[config.mk]
export PLATFORM = sky130hd
export DESIGN_NAME = sqc_top
export DESIGN_NICKNAME = d
export VERILOG_FILES = /design/src/rtl/sqc_pkg.sv /design/src/rtl/sqc_ptr.sv /design/src/rtl/sqc_level.sv /design/src/rtl/sqc_top.sv
export SDC_FILE = /design/constraint.sdc
export NUM_CORES = 1
export LEC_CHECK = 0
export BUFFER_PORTS_ARGS = -buffer_cell sky130_fd_sc_hd__buf_2
export CAP_MARGIN = 20
export CORE_ASPECT_RATIO = 1.75
export CORE_MARGIN = 2
export CORE_UTILIZATION = 58
export CTS_CLUSTER_DIAMETER = 200
export DETAILED_ROUTE_END_ITERATION = 8
export GPL_TIMING_DRIVEN = 0
export HOLD_SLACK_MARGIN = 0.12
export PLACE_DENSITY = 0.81
export SLEW_MARGIN = 20
export SYNTH_ARGS = -nofsm -noshare
export SYNTH_HDL_FRONTEND = slang
export SYNTH_SLANG_ARGS = --single-unit
[constraint.sdc]
create_clock -name clk -period 3.1 [get_ports clk]
set_clock_uncertainty 0.2 [all_clocks]
set_input_delay 0.155 -clock clk [delete_from_list [all_inputs] [get_ports clk]]
set_output_delay 0.155 -clock clk [all_outputs]
set_load 0.005 [all_outputs]
[src/rtl/sqc_pkg.sv]
package sqc_pkg;
    typedef enum logic [2:0] {
        ST_IDLE  = 3'd0,
        ST_READ  = 3'd1,
        ST_WSET  = 3'd2,
        ST_WPUL  = 3'd3,
        ST_WHLD  = 3'd4
    } sqc_state_e;
endpackage

[src/rtl/sqc_ptr.sv]
module sqc_ptr #(
    parameter int W = 15
) (
    input  logic         clk,
    input  logic         rst_n,
    input  logic         adv,
    output logic [W-1:0] ptr
);
    logic [W-1:0] ptr_d, ptr_q;

    always_comb begin
        ptr_d = ptr_q;
        if (adv) ptr_d = ptr_q + {{(W-1){1'b0}}, 1'b1};
    end

    always_ff @(posedge clk or negedge rst_n) begin
        if (!rst_n) ptr_q <= '0;
        else        ptr_q <= ptr_d;
    end

    assign ptr = ptr_q;
endmodule

[src/rtl/sqc_level.sv]
module sqc_level #(
    parameter int ADDR_W = 15
) (
    input  logic [ADDR_W:0] count,
    output logic            full,
    output logic            empty,
    output logic            half_full
);
    localparam logic [ADDR_W:0] FULL_LVL = {1'b1, {ADDR_W{1'b0}}};
    localparam logic [ADDR_W:0] HALF_LVL = {2'b01, {(ADDR_W-1){1'b0}}};

    assign full      = (count == FULL_LVL);
    assign empty     = (count == '0);
    assign half_full = (count >= HALF_LVL);
endmodule

[src/rtl/sqc_top.sv]
module sqc_top #(
    parameter int ADDR_W = 15,
    parameter int DATA_W = 8
) (
    input  logic              clk,
    input  logic              rst_n,
    input  logic              push_req,
    input  logic [DATA_W-1:0] push_data,
    input  logic              pop_req,
    output logic              pop_valid,
    output logic [DATA_W-1:0] pop_data,
    output logic              busy,
    output logic [ADDR_W-1:0] sram_addr,
    output logic [DATA_W-1:0] sram_wdata,
    input  logic [DATA_W-1:0] sram_rdata,
    output logic              sram_ce,
    output logic              sram_oe,
    output logic              sram_we,
    output logic              full,
    output logic              empty,
    output logic              half_full
);
    import sqc_pkg::*;

    localparam int CNT_W = ADDR_W + 1;
    localparam logic [CNT_W-1:0] ONE = {{ADDR_W{1'b0}}, 1'b1};

    typedef struct packed {
        sqc_state_e        state;
        logic [ADDR_W-1:0] addr;
        logic [DATA_W-1:0] data;
        logic              pend;
        logic [CNT_W-1:0]  count;
    } ctrl_t;

    ctrl_t r_q, r_d;
    logic head_adv, tail_adv;
    logic [ADDR_W-1:0] head_ptr, tail_ptr;

    sqc_ptr #(.W(ADDR_W)) i_head (
        .clk(clk), .rst_n(rst_n), .adv(head_adv), .ptr(head_ptr)
    );

    sqc_ptr #(.W(ADDR_W)) i_tail (
        .clk(clk), .rst_n(rst_n), .adv(tail_adv), .ptr(tail_ptr)
    );

    sqc_level #(.ADDR_W(ADDR_W)) i_level (
        .count(r_q.count), .full(full), .empty(empty), .half_full(half_full)
    );

    always_comb begin
        r_d      = r_q;
        head_adv = 1'b0;
        tail_adv = 1'b0;
        case (r_q.state)
            ST_IDLE: begin
                if (pop_req && !empty) begin
                    r_d.state = ST_READ;
                    r_d.addr  = head_ptr;
                    r_d.count = r_q.count - ONE;
                    head_adv  = 1'b1;
                    if (push_req) begin
                        r_d.pend = 1'b1;
                        r_d.data = push_data;
                    end
                end else if (push_req && !full) begin
                    r_d.state = ST_WSET;
                    r_d.addr  = tail_ptr;
                    r_d.data  = push_data;
                    r_d.count = r_q.count + ONE;
                    tail_adv  = 1'b1;
                end
            end
            ST_READ: begin
                r_d.state = ST_IDLE;
                if (r_q.pend) begin
                    r_d.pend = 1'b0;
                    if (!full) begin
                        r_d.state = ST_WSET;
                        r_d.addr  = tail_ptr;
                        r_d.count = r_q.count + ONE;
                        tail_adv  = 1'b1;
                    end
                end
            end
            ST_WSET: r_d.state = ST_WPUL;
            ST_WPUL: r_d.state = ST_WHLD;
            ST_WHLD: r_d.state = ST_IDLE;
            default: r_d.state = ST_IDLE;
        endcase
    end

    always_ff @(posedge clk or negedge rst_n) begin
        if (!rst_n) begin
            r_q.state <= ST_IDLE;
            r_q.addr  <= '0;
            r_q.data  <= '0;
            r_q.pend  <= 1'b0;
            r_q.count <= '0;
        end else begin
            r_q <= r_d;
        end
    end

    assign busy       = (r_q.state != ST_IDLE);
    assign sram_ce    = busy;
    assign sram_oe    = (r_q.state == ST_READ);
    assign sram_we    = (r_q.state == ST_WPUL);
    assign sram_addr  = r_q.addr;
    assign sram_wdata = r_q.data;
    assign pop_valid  = sram_oe;
    assign pop_data   = sram_rdata;
endmodule

; ---- Word level (Yosys, flattened, before mapping)
; Cells that the tools add are included.
[totals]
regBits = 73
input_bits = 20
out_inout_bits = 39
elab_cells = 54
[op_classes]
n_addsub = 4
order_cmp = 1
n_eq_ne = 10
muxes = 20
n_reduce_logical = 12
[ops]
columns = operator, n
row1 = 16-bit 2-to-1 mux, 4
row2 = 26-bit 2-to-1 mux, 2
row3 = 17-bit 2-to-1 mux, 2
row4 = 17-bit case mux with 2 select lines, 1
row5 = 15-bit by 1-bit adder with 15-bit output (second input constant), 2
row6 = 15-bit case mux with 2 select lines, 1
row7 = 16-bit by 1-bit adder with 16-bit output (second input constant), 1
row8 = 16-bit == test (second input constant), 1
row9 = 16-bit by 15-bit greater-or-equal comparator with 1-bit output (second input constant), 1
row10 = 16-bit zero test, 1
row11 = 16-bit by 1-bit subtractor with 16-bit output (second input constant), 1
row12 = 3-bit case mux with 4 select lines, 1
row13 = 9-bit 2-to-1 mux, 1
row14 = 2-bit inequality test (second input constant), 4
row15 = 1-bit 2-to-1 mux, 7
row16 = 3-bit by 2-bit == test with 1-bit output (second input constant), 2
row17 = 3-bit AND reduction, 2
row18 = 4-bit AND reduction, 1
row19 = 2-bit nonzero test, 2
row20 = 3-bit by 1-bit == test with 1-bit output (second input constant), 1
row21 = 3-bit zero test, 1
row22 = 3-bit inequality test (second input constant), 1
row23 = 3-bit nonzero test, 1
row24 = 1-bit logical AND, 2
row25 = other kinds (3), 4

; ---- Longest topological paths before layout
; Gate-level depths: netlist (run 1).
[logic_depth]
depth_word = 6
mapped_depth = 9
mapped_depth_nobuf = 7

; ---- Modules after synthesis
; Synthesis (run 1) repeated with hierarchy kept, for this count alone.
[hier_totals]
cells_unflattened = 373
area_unflattened_um2 = 3824.9
[by_module_without_submodules]
columns = module, n_inst, cells_per_inst, area_each_um2, seq_area_each_um2
row1 = sqc_top, 1, 257, 2439.8, 1076.0
row2 = sqc_ptr, 2, 54, 653.1, 375.4
row3 = sqc_level, 1, 8, 78.8, 0.0

; ---- Worst setup path after synthesis (run 1)
; No wires, ideal clock.
[synth_timing]
kind = register -> register
start = reg, netlist name r_q[0]
end = reg r_q, in the netlist sram_addr[10]
arrival_ps = 2255
required_time_ps = 2779
slack_ps = 524
stages_incl_launch_ff = 9
n_path_buf = 1
period_less_slack_ps = 2576
path_cell_list = dfrtp_1 -> inv_1 -> ha_1 -> or4b_1 -> nor4_4 -> mux2i_1 -> buf_2 -> a21boi_0 -> o22a_1
[synth_between]
elab_chain_len = 5
elab_cells_between_ends = 11
[synth_rtl]
columns = element, line_no
row1 = 16-bit == test or 16-bit zero test (tied branches), "sqc_level.sv:12, sqc_level.sv:13"
row2 = 1-bit zero test (on tied branches), -
row3 = 1-bit logical AND (on tied branches), "sqc_top.sv:67, sqc_top.sv:58"
row4 = 3-bit inequality test (no line) or 26-bit 2-to-1 mux (tied branches), -
row5 = 4-bit AND reduction (no line) or 15-bit case mux with 2 select lines (tied branches), -
row6 = end signal: assignment, sqc_top.sv:102  ; r_q <= r_d;
row7 = end: declaration, sqc_top.sv:36  ; ctrl_t r_q, r_d;
; Parallel ways exist; a longest one is shown, timed or not.
; A chain may end at the register's enable or synchronous reset.

; ---- Worst setup path after layout (run 1)
[layout_timing]
start = reg, netlist name r_q[1]
end = reg r_q, in the netlist sram_addr[12]
[layout_between]
elab_chain_len = 5
elab_cells_between_ends = 11
[layout_rtl]
columns = element, line_no
row1 = 16-bit == test or 16-bit zero test (tied branches), "sqc_level.sv:12, sqc_level.sv:13"
row2 = 1-bit zero test (on tied branches), -
row3 = 1-bit logical AND (on tied branches), "sqc_top.sv:67, sqc_top.sv:58"
row4 = 3-bit inequality test (no line) or 26-bit 2-to-1 mux (tied branches), -
row5 = 4-bit AND reduction (no line) or 15-bit case mux with 2 select lines (tied branches), -
; Parallel ways exist; a longest one is shown, timed or not.

==> flow_summary.ini, run 1 <==
[outcome]
status = complete, no violations

[critical_path]
cp.arrival_ns = 2.96
critPathCaptureType = register
crit_family = simple AND/OR/NAND/NOR gates
worstPathCellList = inv_1 > ha_2 > or4b_4 > nor4_4 > mux2i_4 > buf_4 > a21boi_0 > o22a_1
crit_fanout = 10
critPathRequiredTime_ns = 3.12
max_stage_delay_ns = 0.53
worst-path-buf-inv = 2
start_kind = register
slowest_stage = or4b_4
critPathKind = register to register

[cells_and_area]
drive_gt1_share_pct = 30.0
fillers = 523
fin_nets = 509
syn_to_final_growth_pct = 21.3
n_antenna_cell = 0

[pwr]
combPwrFrac_pct = 42.9
internal-power_uw = 2990
power_leakage_uw = 0.00235
seqPwrFrac_pct = 33.8
p_clk_share_pct = 23.2
power_density_mw_per_mm2 = 922
finalPower_uw = 4700
peakVddDrop_mv = 0.678
p_switching_uw = 1710
swShare_pct = 36.4

[floorplan]
die_area_mm2 = 0.00796
die_x_um = 68.3
coreArea_mm2 = 0.00713
initial_core_util_pct = 58.9
die_y_um = 117
ios = 59
rows = 41

[clock_tree]
cts_made_buffers = 9
clock_latency_ns = 0.34
cts_tree = built
cts_buffer_depth = 2
h-tree-depth = 3
clkTransAtPathRegs_ns = 0.06
cts-root-buf = clkbuf_16
cts_sinks = 73

[sta]
period_share_pct = 95.1
finalSetupViolCount = 0
final.setup.tns_ns = 0
max_freq_mhz = 339
final.min_clock_period_ns = 2.95
max-slew-margin-rel_pct = 40.8
worstMarginPinSlew_ns = 0.883
hold_viol = 0
slew_viol_final = 0
rsz0062_at_grt = no

[synthesis]
synth_commonest_cells = 73 x dfrtp_1, 37 x buf_4, 24 x xor2_1
synthAdderAreaFrac_pct = 1.19
ys_seq_area_share_pct = 43.5
async_flop_share_pct = 100
yosys.area.top_type = dfrtp_1
synth_top_family_by_area = simple AND/OR/NAND/NOR gates
synth-seq-cells = 73
synth-edff-count = 0
synth_xor_area_share_pct = 8.97
ys.flop_type = dfrtp_1
yosysWarnings = 0
synth_top_area_share_pct = 43.5
synth_compound_area_share_pct = 16.2
synth.area.mux_share_pct = 2.92
yosysMostFrequentCell = dfrtp_1
yosys-top-cells-area = dfrtp_1 44%, buf_4 6.6%, xor2_1 5.0%
synth_area_mm2 = 0.00420
ys_types = 53
syn_area_per_cell_um2 = 10.3
syn_nets = 430
synthSimpleGateAreaFrac_pct = 17.5
synth_cells = 406

[route]
drt_wl_total_mm = 9.78
drtAntennaViolNets = 0
num_vias = 3388
vias_per_cell = 5.88
first_pass_iters = 5
drt-initial-drc-count = 291
wl_per_cell_um = 17.0
drcViolationCount = 0

[grt]
overflow = 0
antenna_found_initial = 0
grt_pass1_wl_mm = 15.8
grt_max_degree = 57
grt_pass1_vias = 3282
grtUsageTotal_pct = 26.7

[placement]
io_buffer_count = 49
place.gp.congestion = 0.906
hpwl_mm = 6.74

[min_path]
hp-class = primary input to async pin

[flow_run]
cap_violations = 0
power groups by stage:
| stage | Combinational [µW] | Sequential (µW) | Clock [µW] |
|---|---|---|---|
| after floorplan | 1450 | 1510 | 0 |
| after global placement | 1880 | 1570 | 0 |
| after detailed placement | 1940 | 1590 | 0 |
| after CTS | 1980 | 1580 | 1100 |
| after global routing | 2220 | 1630 | 1130 |
| final | 2020 | 1590 | 1090 |
flip-flops by register name (all words and copies together), names as in the netlist:
signal,cells
i_tail.ptr,15
r_q,20
sram_wdata,8
i_head.ptr,15
sram_addr,15
worst reg2reg max path, cell delays in order (launching register included):
cell      delay [ns]
dfrtp_1         0.45
inv_1           0.10
ha_2            0.24
or4b_4          0.53
nor4_4          0.41
mux2i_4         0.36
buf_4           0.21
a21boi_0        0.11
o22a_1          0.22
layout by cell type (no fill, tap or decap), types with 6 or more instances in the layout:
| master | n |
|---|---|
| a21boi_0 | 13 |
| a21o_1 | 15 |
| a21oi_1 | 17 |
| and4_1 | 6 |
| buf_2 | 56 |
| buf_4 | 45 |
| clkbuf_1 | 8 |
| clkbuf_16 | 9 |
| dfrtp_1 | 73 |
| dlygate4sd3_1 | 12 |
| inv_1 | 10 |
| mux2_2 | 10 |
| nand2_1 | 20 |
| nand3_1 | 15 |
| nand4_1 | 14 |
| nor2_1 | 19 |
| nor3_1 | 15 |
| o2111ai_1 | 6 |
| o21ai_0 | 8 |
| o22a_1 | 15 |
| xnor2_1 | 19 |
| xor2_1 | 24 |
per-layer routing:
metal	GRT usage [%]	routed length (µm)
met5	0	0
met4	14.1	337
met3	5.59	373
met2	45.9	5410
met1	30.1	3660
per-stage QoR:
| step | setup slack [ns] | cells | hold WS, ns | utilization, % | area [µm²] |
|---|---|---|---|---|---|
| floorplan | 0.524 | 406 | -0.341 | - | 4200 |
| global placement | -0.00134 | 541 | 0.189 | 63.8 | 4550 |
| detailed placement | -0.0104 | 542 | -0.142 | 64.2 | 4580 |
| CTS | 0.0113 | 570 | 0.161 | 70.4 | 5020 |
| global route | 0.0297 | 576 | 0.198 | 71.4 | 5090 |
| finish | 0.151 | 576 | 0.145 | 71.4 | 5090 |
worst paths after layout:
kind	from	to	slack, ns	cells past startpoint
setup reg to reg	r_q[1]	sram_addr[12]	0.15	8
max in group asynchronous	rst_n	sram_wdata[6]	1.37	3
hold reg to reg	i_tail.ptr[14]	i_tail.ptr[14]	0.27	1
hold / removal	rst_n	r_q[1]	0.15	3
min in group clk	i_tail.ptr[14]	i_tail.ptr[14]	0.27	1
setup / recovery	r_q[1]	sram_addr[12]	0.15	8
cell families (layout without fill, tap and decap cells):
group	Yosys count	after routing
AND/OR/NAND/NOR	121	121
buffers and inverters	65	149
AO/OA/AOI/OAI	89	89
adder cells (fa/ha/maj)	4	4
multiplexers	11	11
XOR/XNOR	43	43
flip-flops	73	73
layout make-up:
type / count / area [µm²] / area share [%]
plain buffers: 55 / 368 / 7.23
clock buffers: 14 / 274 / 5.38
clock inverters: 2 / 35.0 / 0.688
inverters: 10 / 37.5 / 0.737
multi-input cells: 268 / 2000 / 39.3
flip-flops and latches: 73 / 1830 / 35.9
well taps: 86 / 108 / 2.11
repair buffers: 68 / 440 / 8.65
what timing repair did:
action | 4_1_cts | 5_1_grt
hold buffers | 12 | 0
resized for setup | 2 | 6
endpoints found under the hold margin | 83 | 0
setup buffers | 0 | 6
pin swaps | 0 | 2
endpoints found under the setup margin | 20 | 24
No activity file was read; power rests on OpenSTA's default activity.
==> run 2, diff against run 1 <==
--- a/config.mk
+++ b/config.mk
@@ -9,12 +9,13 @@
 export CAP_MARGIN = 20
 export CORE_ASPECT_RATIO = 1.75
 export CORE_MARGIN = 2
-export CORE_UTILIZATION = 58
+export CORE_UTILIZATION = 60
+export CTS_BUF_LIST = sky130_fd_sc_hd__clkbuf_4
 export CTS_CLUSTER_DIAMETER = 200
 export DETAILED_ROUTE_END_ITERATION = 8
 export GPL_TIMING_DRIVEN = 0
 export HOLD_SLACK_MARGIN = 0.12
-export PLACE_DENSITY = 0.81
+export PLACE_DENSITY = 0.83
 export SLEW_MARGIN = 20
 export SYNTH_ARGS = -nofsm -noshare
 export SYNTH_HDL_FRONTEND = slang
==> flow_summary.ini, run 2 (same netlist as run 1, synthesis figures left out) <==
[cells_and_area]
post-route-util_pct = 72.0
drive_gt1_share_pct = 29.7
syn_to_final_growth_pct = 16.8
fillers = 555
layout_common_cells = 73 x dfrtp_1, 57 x buf_2, 41 x buf_4
fin_nets = 507
n_antenna_cell = 0
largest_register_ffs = 20
finalNonFillerCells = 572
regMostFlops = r_q
final_common_cell = dfrtp_1

[sta]
worst_slack_ns = 0.181
max_freq_mhz = 343
worstMarginPinSlew_ns = 0.822
rsz0062_at_grt = no
finalSetupViolCount = 0
final.setup.tns_ns = 0
hold_viol = 0
slew_viol_final = 0
period_share_pct = 94.2
final.min_clock_period_ns = 2.92
max-slew-margin-rel_pct = 44.8

[pwr]
peakVddDrop_mv = 0.611
power_leakage_uw = 0.00226
power_density_mw_per_mm2 = 847

[floorplan]
initial_core_util_pct = 61.7
coreArea_mm2 = 0.00681
die_x_um = 67.2
die_area_mm2 = 0.00771
ios = 59
rows = 40
die_y_um = 115

[route]
wl_per_cell_um = 16.3
drcViolationCount = 0
vias_per_cell = 5.95
first_pass_iters = 5
drtAntennaViolNets = 0
drt-initial-drc-count = 293
drt_wl_total_mm = 9.31
num_vias = 3402

[outcome]
status = complete, no violations

[critical_path]
worst-path-buf-inv = 2
cp.arrival_ns = 3.04
regToRegSetupSlack_ns = 0.18
slowest_stage = or4b_4
crit_fanout = 10
max_stage_delay_ns = 0.56
start_kind = register
critPathRequiredTime_ns = 3.22
reg2reg_from = r_q[0]
critPathCaptureType = register
reg2regPathDepth = 8
r2r-end = sram_addr[14]
crit_family = simple AND/OR/NAND/NOR gates
worstPathCellList = inv_1 > ha_1 > or4b_4 > nor4_4 > mux2i_4 > buf_2 > a21boi_0 > o22a_1
critPathKind = register to register

[grt]
grtUsageTotal_pct = 25.9
overflow = 0
grt_pass1_wl_mm = 15.0
grt_max_degree = 46
grt_pass1_vias = 3279
antenna_found_initial = 0

[clock_tree]
cts_buffer_depth = 2
h-tree-depth = 3
cts_sinks = 73
clkTransAtPathRegs_ns = 0.11
cts_made_buffers = 9
cts_tree = built
cts-root-buf = clkbuf_4
clock_latency_ns = 0.43

[min_path]
holdCritStartpoint = sram_rdata[0]
min_to = pop_data[0]
hp-class = primary input to output pin
whs_path_depth = 2

[placement]
place.gp.congestion = 0.944
io_buffer_count = 49
place_inst = 540
pre_cts_ws_ns = -0.0181
hpwl_mm = 6.57

[flow_run]
cap_violations = 0
[run 2: area by class of cell]
cell class	instances	area, µm²	share of cell area [%]
plain buffers	55	365	7.46
clock buffers	9	67.6	1.38
clock inverters	7	61.3	1.25
inverters	10	37.5	0.766
multi-input cells	268	2000	40.8
flip-flops and latches	73	1830	37.3
well taps	84	105	2.15
repair buffers	66	438	8.94
[run 2: worst max-delay path by stage]
| stage | from | endpoint | cells after the start |
|---|---|---|---|
| floorplan | r_q[0] | sram_addr[10] | 8 |
| global placement | r_q[0] | r_q[15] | 8 |
| detailed placement | r_q[0] | sram_addr[11] | 7 |
| CTS | r_q[0] | r_q[15] | 8 |
| global route | r_q[0] | sram_addr[14] | 8 |
| finish | r_q[0] | sram_addr[14] | 8 |
[run 2: metrics by stage]
| step | hold WS (ns) | area (µm²) | total power, µW |
|---|---|---|---|
| 2_1_floorplan | -0.341 | 4200 | 2960 |
| 3_3_place_gp | 0.189 | 4550 | 3450 |
| 3_5_place_dp | -0.0818 | 4580 | 3510 |
| 4_1_cts | 0.270 | 4860 | 4130 |
| 5_1_grt | 0.278 | 4900 | 4430 |
| 6_report | 0.275 | 4900 | 4150 |
[run 2: repair_timing]
item                                    CTS  global route
hold buffers                             13             0
pin swaps                                 0             1
endpoints found under the setup margin   14            22
setup buffers                             0             3
hold endpoints to repair                 84             0
resized for setup                         2             3
[run 2: layer usage]
layer	global-route usage, %	part of all wire [%]
met1	29.2	38
met2	45.9	54
met3	5.11	4.3
met4	11.6	3.7
met5	0	0
[run 2: power breakdown]
part           internal [µW]  switching (µW)
combinational           1000             996
sequential              1280             291
clock                    237             342
total                   2520            1630
